File: config.mk
export PLATFORM = sky130hd
export DESIGN_NAME = dco_tune_enc
export DESIGN_NICKNAME = d
export VERILOG_FILES = /design/src/rtl/dco_enc_pkg.sv /design/src/rtl/dco_word_reg.sv /design/src/rtl/dco_therm_dec.sv /design/src/rtl/dco_sd_mod.sv /design/src/rtl/dco_tune_enc.sv
export SDC_FILE = /design/constraint.sdc
export NUM_CORES = 1
export LEC_CHECK = 0
export CAP_MARGIN = 20
export CORE_ASPECT_RATIO = 2
export CORE_MARGIN = 2
export CORE_UTILIZATION = 44
export DETAILED_ROUTE_END_ITERATION = 10
export GPL_ROUTABILITY_DRIVEN = 0
export PLACE_DENSITY = 0.84
export SYNTH_ARGS = -nofsm -noshare
export SYNTH_HDL_FRONTEND = slang
export SYNTH_HIERARCHICAL = 1
export SYNTH_SLANG_ARGS = --single-unit
File: constraint.sdc
create_clock -name clk_i -period 1.89 [get_ports clk_i]
set_clock_uncertainty 0.1 [all_clocks]
set_input_delay 0.378 -clock clk_i [delete_from_list [all_inputs] [get_ports clk_i]]
set_output_delay 0.378 -clock clk_i [all_outputs]
set_load 0.05 [all_outputs]
File: src/rtl/dco_enc_pkg.sv
package dco_enc_pkg;
  parameter int unsigned DEF_CRS_W  = 6;
  parameter int unsigned DEF_FINE_W = 5;
  parameter int unsigned DEF_FRAC_W = 8;
endpackage

File: src/rtl/dco_word_reg.sv
module dco_word_reg #(
  parameter int unsigned W = 19
) (
  input  logic         clk_i,
  input  logic         rst_ni,
  input  logic         load_i,
  input  logic [W-1:0] d_i,
  output logic [W-1:0] q_o
);
  always_ff @(posedge clk_i or negedge rst_ni) begin
    if (!rst_ni)     q_o <= '0;
    else if (load_i) q_o <= d_i;
  end
endmodule

File: src/rtl/dco_therm_dec.sv
module dco_therm_dec #(
  parameter int unsigned FINE_W = 5,
  localparam int unsigned THERM_W = (1 << FINE_W) - 1
) (
  input  logic [FINE_W-1:0]  fine_i,
  output logic [THERM_W-1:0] therm_o
);
  for (genvar g = 0; g < THERM_W; g++) begin : g_cell
    assign therm_o[g] = (fine_i > FINE_W'(g));
  end
endmodule

File: src/rtl/dco_sd_mod.sv
module dco_sd_mod #(
  parameter int unsigned FRAC_W = 8
) (
  input  logic              clk_i,
  input  logic              rst_ni,
  input  logic [FRAC_W-1:0] frac_i,
  output logic              dither_o
);
  logic [FRAC_W-1:0] acc_q;
  logic [FRAC_W:0]   sum;

  assign sum = {1'b0, acc_q} + {1'b0, frac_i};

  // residue is kept across word updates; only reset clears it
  always_ff @(posedge clk_i or negedge rst_ni) begin
    if (!rst_ni) begin
      acc_q    <= '0;
      dither_o <= 1'b0;
    end else begin
      acc_q    <= sum[FRAC_W-1:0];
      dither_o <= sum[FRAC_W];
    end
  end
endmodule

File: src/rtl/dco_tune_enc.sv
module dco_tune_enc
  import dco_enc_pkg::*;
#(
  parameter int unsigned CRS_W  = DEF_CRS_W,
  parameter int unsigned FINE_W = DEF_FINE_W,
  parameter int unsigned FRAC_W = DEF_FRAC_W,
  localparam int unsigned WORD_W  = CRS_W + FINE_W + FRAC_W,
  localparam int unsigned THERM_W = (1 << FINE_W) - 1
) (
  input  logic               clk_i,
  input  logic               rst_ni,
  input  logic               word_valid_i,
  input  logic [WORD_W-1:0]  word_i,
  output logic [CRS_W-1:0]   coarse_o,
  output logic [THERM_W-1:0] therm_o,
  output logic               dither_o
);
  logic [WORD_W-1:0] word_q;
  logic [FINE_W-1:0] fine_q;
  logic [FRAC_W-1:0] frac_q;

  dco_word_reg #(.W(WORD_W)) u_word (
    .clk_i (clk_i),
    .rst_ni(rst_ni),
    .load_i(word_valid_i),
    .d_i   (word_i),
    .q_o   (word_q)
  );

  assign coarse_o = word_q[WORD_W-1 -: CRS_W];
  assign fine_q   = word_q[FRAC_W +: FINE_W];
  assign frac_q   = word_q[FRAC_W-1:0];

  dco_therm_dec #(.FINE_W(FINE_W)) u_therm (
    .fine_i (fine_q),
    .therm_o(therm_o)
  );

  dco_sd_mod #(.FRAC_W(FRAC_W)) u_sd (
    .clk_i   (clk_i),
    .rst_ni  (rst_ni),
    .frac_i  (frac_q),
    .dither_o(dither_o)
  );
endmodule

==> metrics.md <==
| Metric | Value |
|---|---|
| Hold Crit Class | primary input to async pin |
| H-Tree Depth | 1 |
| Synth area leaders | dfrtp_1 43%, mux2_4 9.3%, mux2_2 6.3% |
| Max-slew headroom | 0.6806 |
| Clk sink count | 28 |
| Final Critical Period | 1890 ps |
| DRC | 0 |
| CP max FO | 6 |
| Synth Register Bits | 28 |
| Final hold viol count | 0 |
| Sw power | 0.001139 W |
| Crit-path slowest cell | a2111oi_1 |
| Post-synth EDFFs | 0 |
| Row Count | 31 |
| Diodes inserted | 0 |
| Leak | 1.179 nW |
| Vias after detailed routing | 1,307 |
| Worst-Margin Slew | 477.9 ps |
| Drt pass-1 iters | 4 |
| Clk root buf | clkbuf_8 |
| Number of I/O port buffers | 59 |
| Final HPWL DP | 2950 µm |
| Startpoint types | flip-flop |
| Total die area | 4195 µm² |
| Asr flop ratio synth | 1.000 |
| CP Capture Type | flip-flop |
| Slowest cell delay on critical path | 520 ps |
| FF+latch area | 704.4 µm² |
| Clk buf depth | 2 |
| First-pass GRT wire length | 5809 µm |
| Max frequency | 0.5291 GHz |
| Yosys top cell by area | dfrtp_1 |
| Sw Ratio | 0.4085 |
| Layout cells sized above 1 | 0.3952 |
| Comb pwr share | 0.570 |
| Top-area cell type share of the netlist area | 0.4344 |
| WP data required | 2010 ps |
| Multi-input gate area in the final layout | 824.5 µm² |
| Vias in the first global route | 1,330 |
| Highest ir drop seen on vdd | 0.9281 mV |
| Count leader, synth | dfrtp_1 |
| Total GRT Usage | 0.1875 |
| PD cells | 1070 nW/µm² |
| GRT Residual Overflow | 0 |
| Mean routed wirelength per cell | 14.48 µm |
| Synthesized area per cell | 10.90 µm² |
| CP top delay family | compound AO/OA/AOI/OAI gates |
| Status | complete, no violations |
| Nets@finish | 242 |
| WL final | 3750 µm |
| Initial core utilization | 0.4520 |
| P&R area growth vs syn | 61.60% |
| Max Cap Violations | 0 |
| CTS tree | yes |
| Buf/Inv on CP | 0 |
| Top FF cell, synth | dfrtp_1 |
| WS Path Type | flip-flop to flip-flop |
| Setup violations, final | 0 |
| Cell Area, Synth | 1613 µm² |
| CP Cell Sequence | ha_1 -> a21o_1 -> a2111oi_1 -> mux2i_1 -> nand2_1 |
| Drt initial violations | 29 |
| Clock share of power | 0.131 |
| Slew Limit Fails | 0 |
| Clock transition at the registers of the reported paths | 100 ps |
| # hold bufs at CTS | 0 |
| Ports | 60 |
| CTS Buf Count | 3 |
| Crit share post-route | 0.9999 |
| Setup repair after global routing missed its margin | true |
| Chip Height | 89.62 µm |
| Antenna violations before repair | 0 |
| Yosys warning count | 6 |
| Post-Synthesis Cells | 148 |
| Crit path DAT | 2010 ps |
| Maximum number of pins on one net before global-route repair | 29 |
| Core area | 3568 µm² |
| Cell variety after synth | 36 |
| Util after Layout | 0.7304 |
| Die Span X | 46.81 µm |
| Vias per cell | 5.046 |
| Synth cell count leaders | 28 x dfrtp_1, 14 x nand2_1, 13 x nor2_1 |
| FILL cells | 235 |
| Syn Nets | 179 |
| ANT nets after route | 0 |
| Internal cell power | 0.001650 W |
| Worst-Skew Late Latency | 270 ps |
| Worst hold slack | 385.5 ps |
| Register area share after synthesis | 0.4344 |
| Power share of the sequential group | 0.299 |
-- through the flow --
stage               TNS (ps)  worst slack (ps)  std cells  cell area, µm²  total power (W)
CTS                   -5.129            -5.129        257            2574         0.002780
global placement           0             152.6        253            2501         0.002333
detailed placement    -2.933            -2.933        253            2501         0.002399
finish                     0            0.1426        259            2606         0.002790
floorplan             -668.6            -334.3        148            1613         0.001835
global route          -326.9            -52.34        259            2606         0.002954
-- power by group through the flow --
stage          Combinational (W)  Clock, W  Sequential [W]
2_1_floorplan           0.000941         0        0.000895
3_3_place_gp             0.00150         0        0.000836
3_5_place_dp             0.00156         0        0.000844
4_1_cts                  0.00157  0.000374        0.000838
5_1_grt                  0.00170  0.000402        0.000848
6_report                 0.00159  0.000366        0.000834
-- path summary, 6_finish.rpt --
path | slack, ps | from | cells past startpoint | end
min in group clk_i | 390 | u_sd/acc_q[0]$_DFF_PN0_ | 1 | u_sd/acc_q[0]$_DFF_PN0_
worst min register to register | 390 | u_sd/acc_q[0]$_DFF_PN0_ | 1 | u_sd/acc_q[0]$_DFF_PN0_
max in group asynchronous | 1000 | rst_ni | 2 | u_word/q_o[9]$_DFFE_PN0P_
worst max-delay path | 0.1 | u_word/q_o[4]$_DFFE_PN0P_ | 5 | u_sd/acc_q[7]$_DFF_PN0_
worst min-delay path | 390 | rst_ni | 2 | u_word/q_o[14]$_DFFE_PN0P_
worst max register to register | 0.1 | u_word/q_o[4]$_DFFE_PN0P_ | 5 | u_sd/acc_q[7]$_DFF_PN0_
-- registers in the layout (all words and copies together), names as in the netlist --
name and count:
u_word/q_o 19, u_sd/acc_q 8, u_sd/dither_o 1
-- metal layers --
metal	track usage	wire, µm	vias up
met5	0	0	-
met4	0.06061	52	0
met3	0.01400	142	4
met2	0.3649	2275	45
met1	0.1976	1280	627
li1	-	-	631
-- layout make-up --
class,count,share of cell area
Timing Repair Buffer,67,0.3586
Clock buffer,4,0.02112
Sequential cell,28,0.2703
Inverter,7,0.01008
Tap cell,49,0.02352
Multi-Input combinational cell,104,0.3164
-- cell usage in the layout (no fill, tap or decap), drive strengths merged, types with 3 or more instances in the layout --
master | netlist | routed
ha | 8 | 8
nor2 | 14 | 14
a21oi | 9 | 9
nand2 | 15 | 15
inv | 7 | 7
o21bai | 3 | 3
clkdlybuf4s50 | 0 | 21
o21ai | 5 | 5
nor3 | 4 | 4
nor2b | 4 | 4
clkbuf | 2 | 4
nand3 | 4 | 4
mux2 | 19 | 19
buf | 7 | 46
dfrtp | 28 | 28
-- logic make-up (layout without fill, tap and decap cells) --
group	after synthesis	after routing	synth area share
and+or+nand+nor	44	44	0.1257
xor gates and xnor gates	4	4	0.02173
AOI/OAI and AO/OA	27	27	0.1102
adders and majority gates	9	9	0.07448
DFF	28	28	0.4344
buffers and inverters	16	78	0.07136
muxes	20	20	0.1621
-- worst register-to-register path: stages (launching register included) --
cell       delay [ps]
dfrtp_1           400
ha_1              380
a21o_1            240
a2111oi_1         520
mux2i_1           130
nand2_1            80
-- timing repair --
action,in CTS,in global routing
gates resized for setup,9,5
buffers inserted,0,2
gates cloned,0,0
endpoints found under the setup margin,26,16
pin swaps,0,1
No activity file was read; power rests on OpenSTA's default activity.
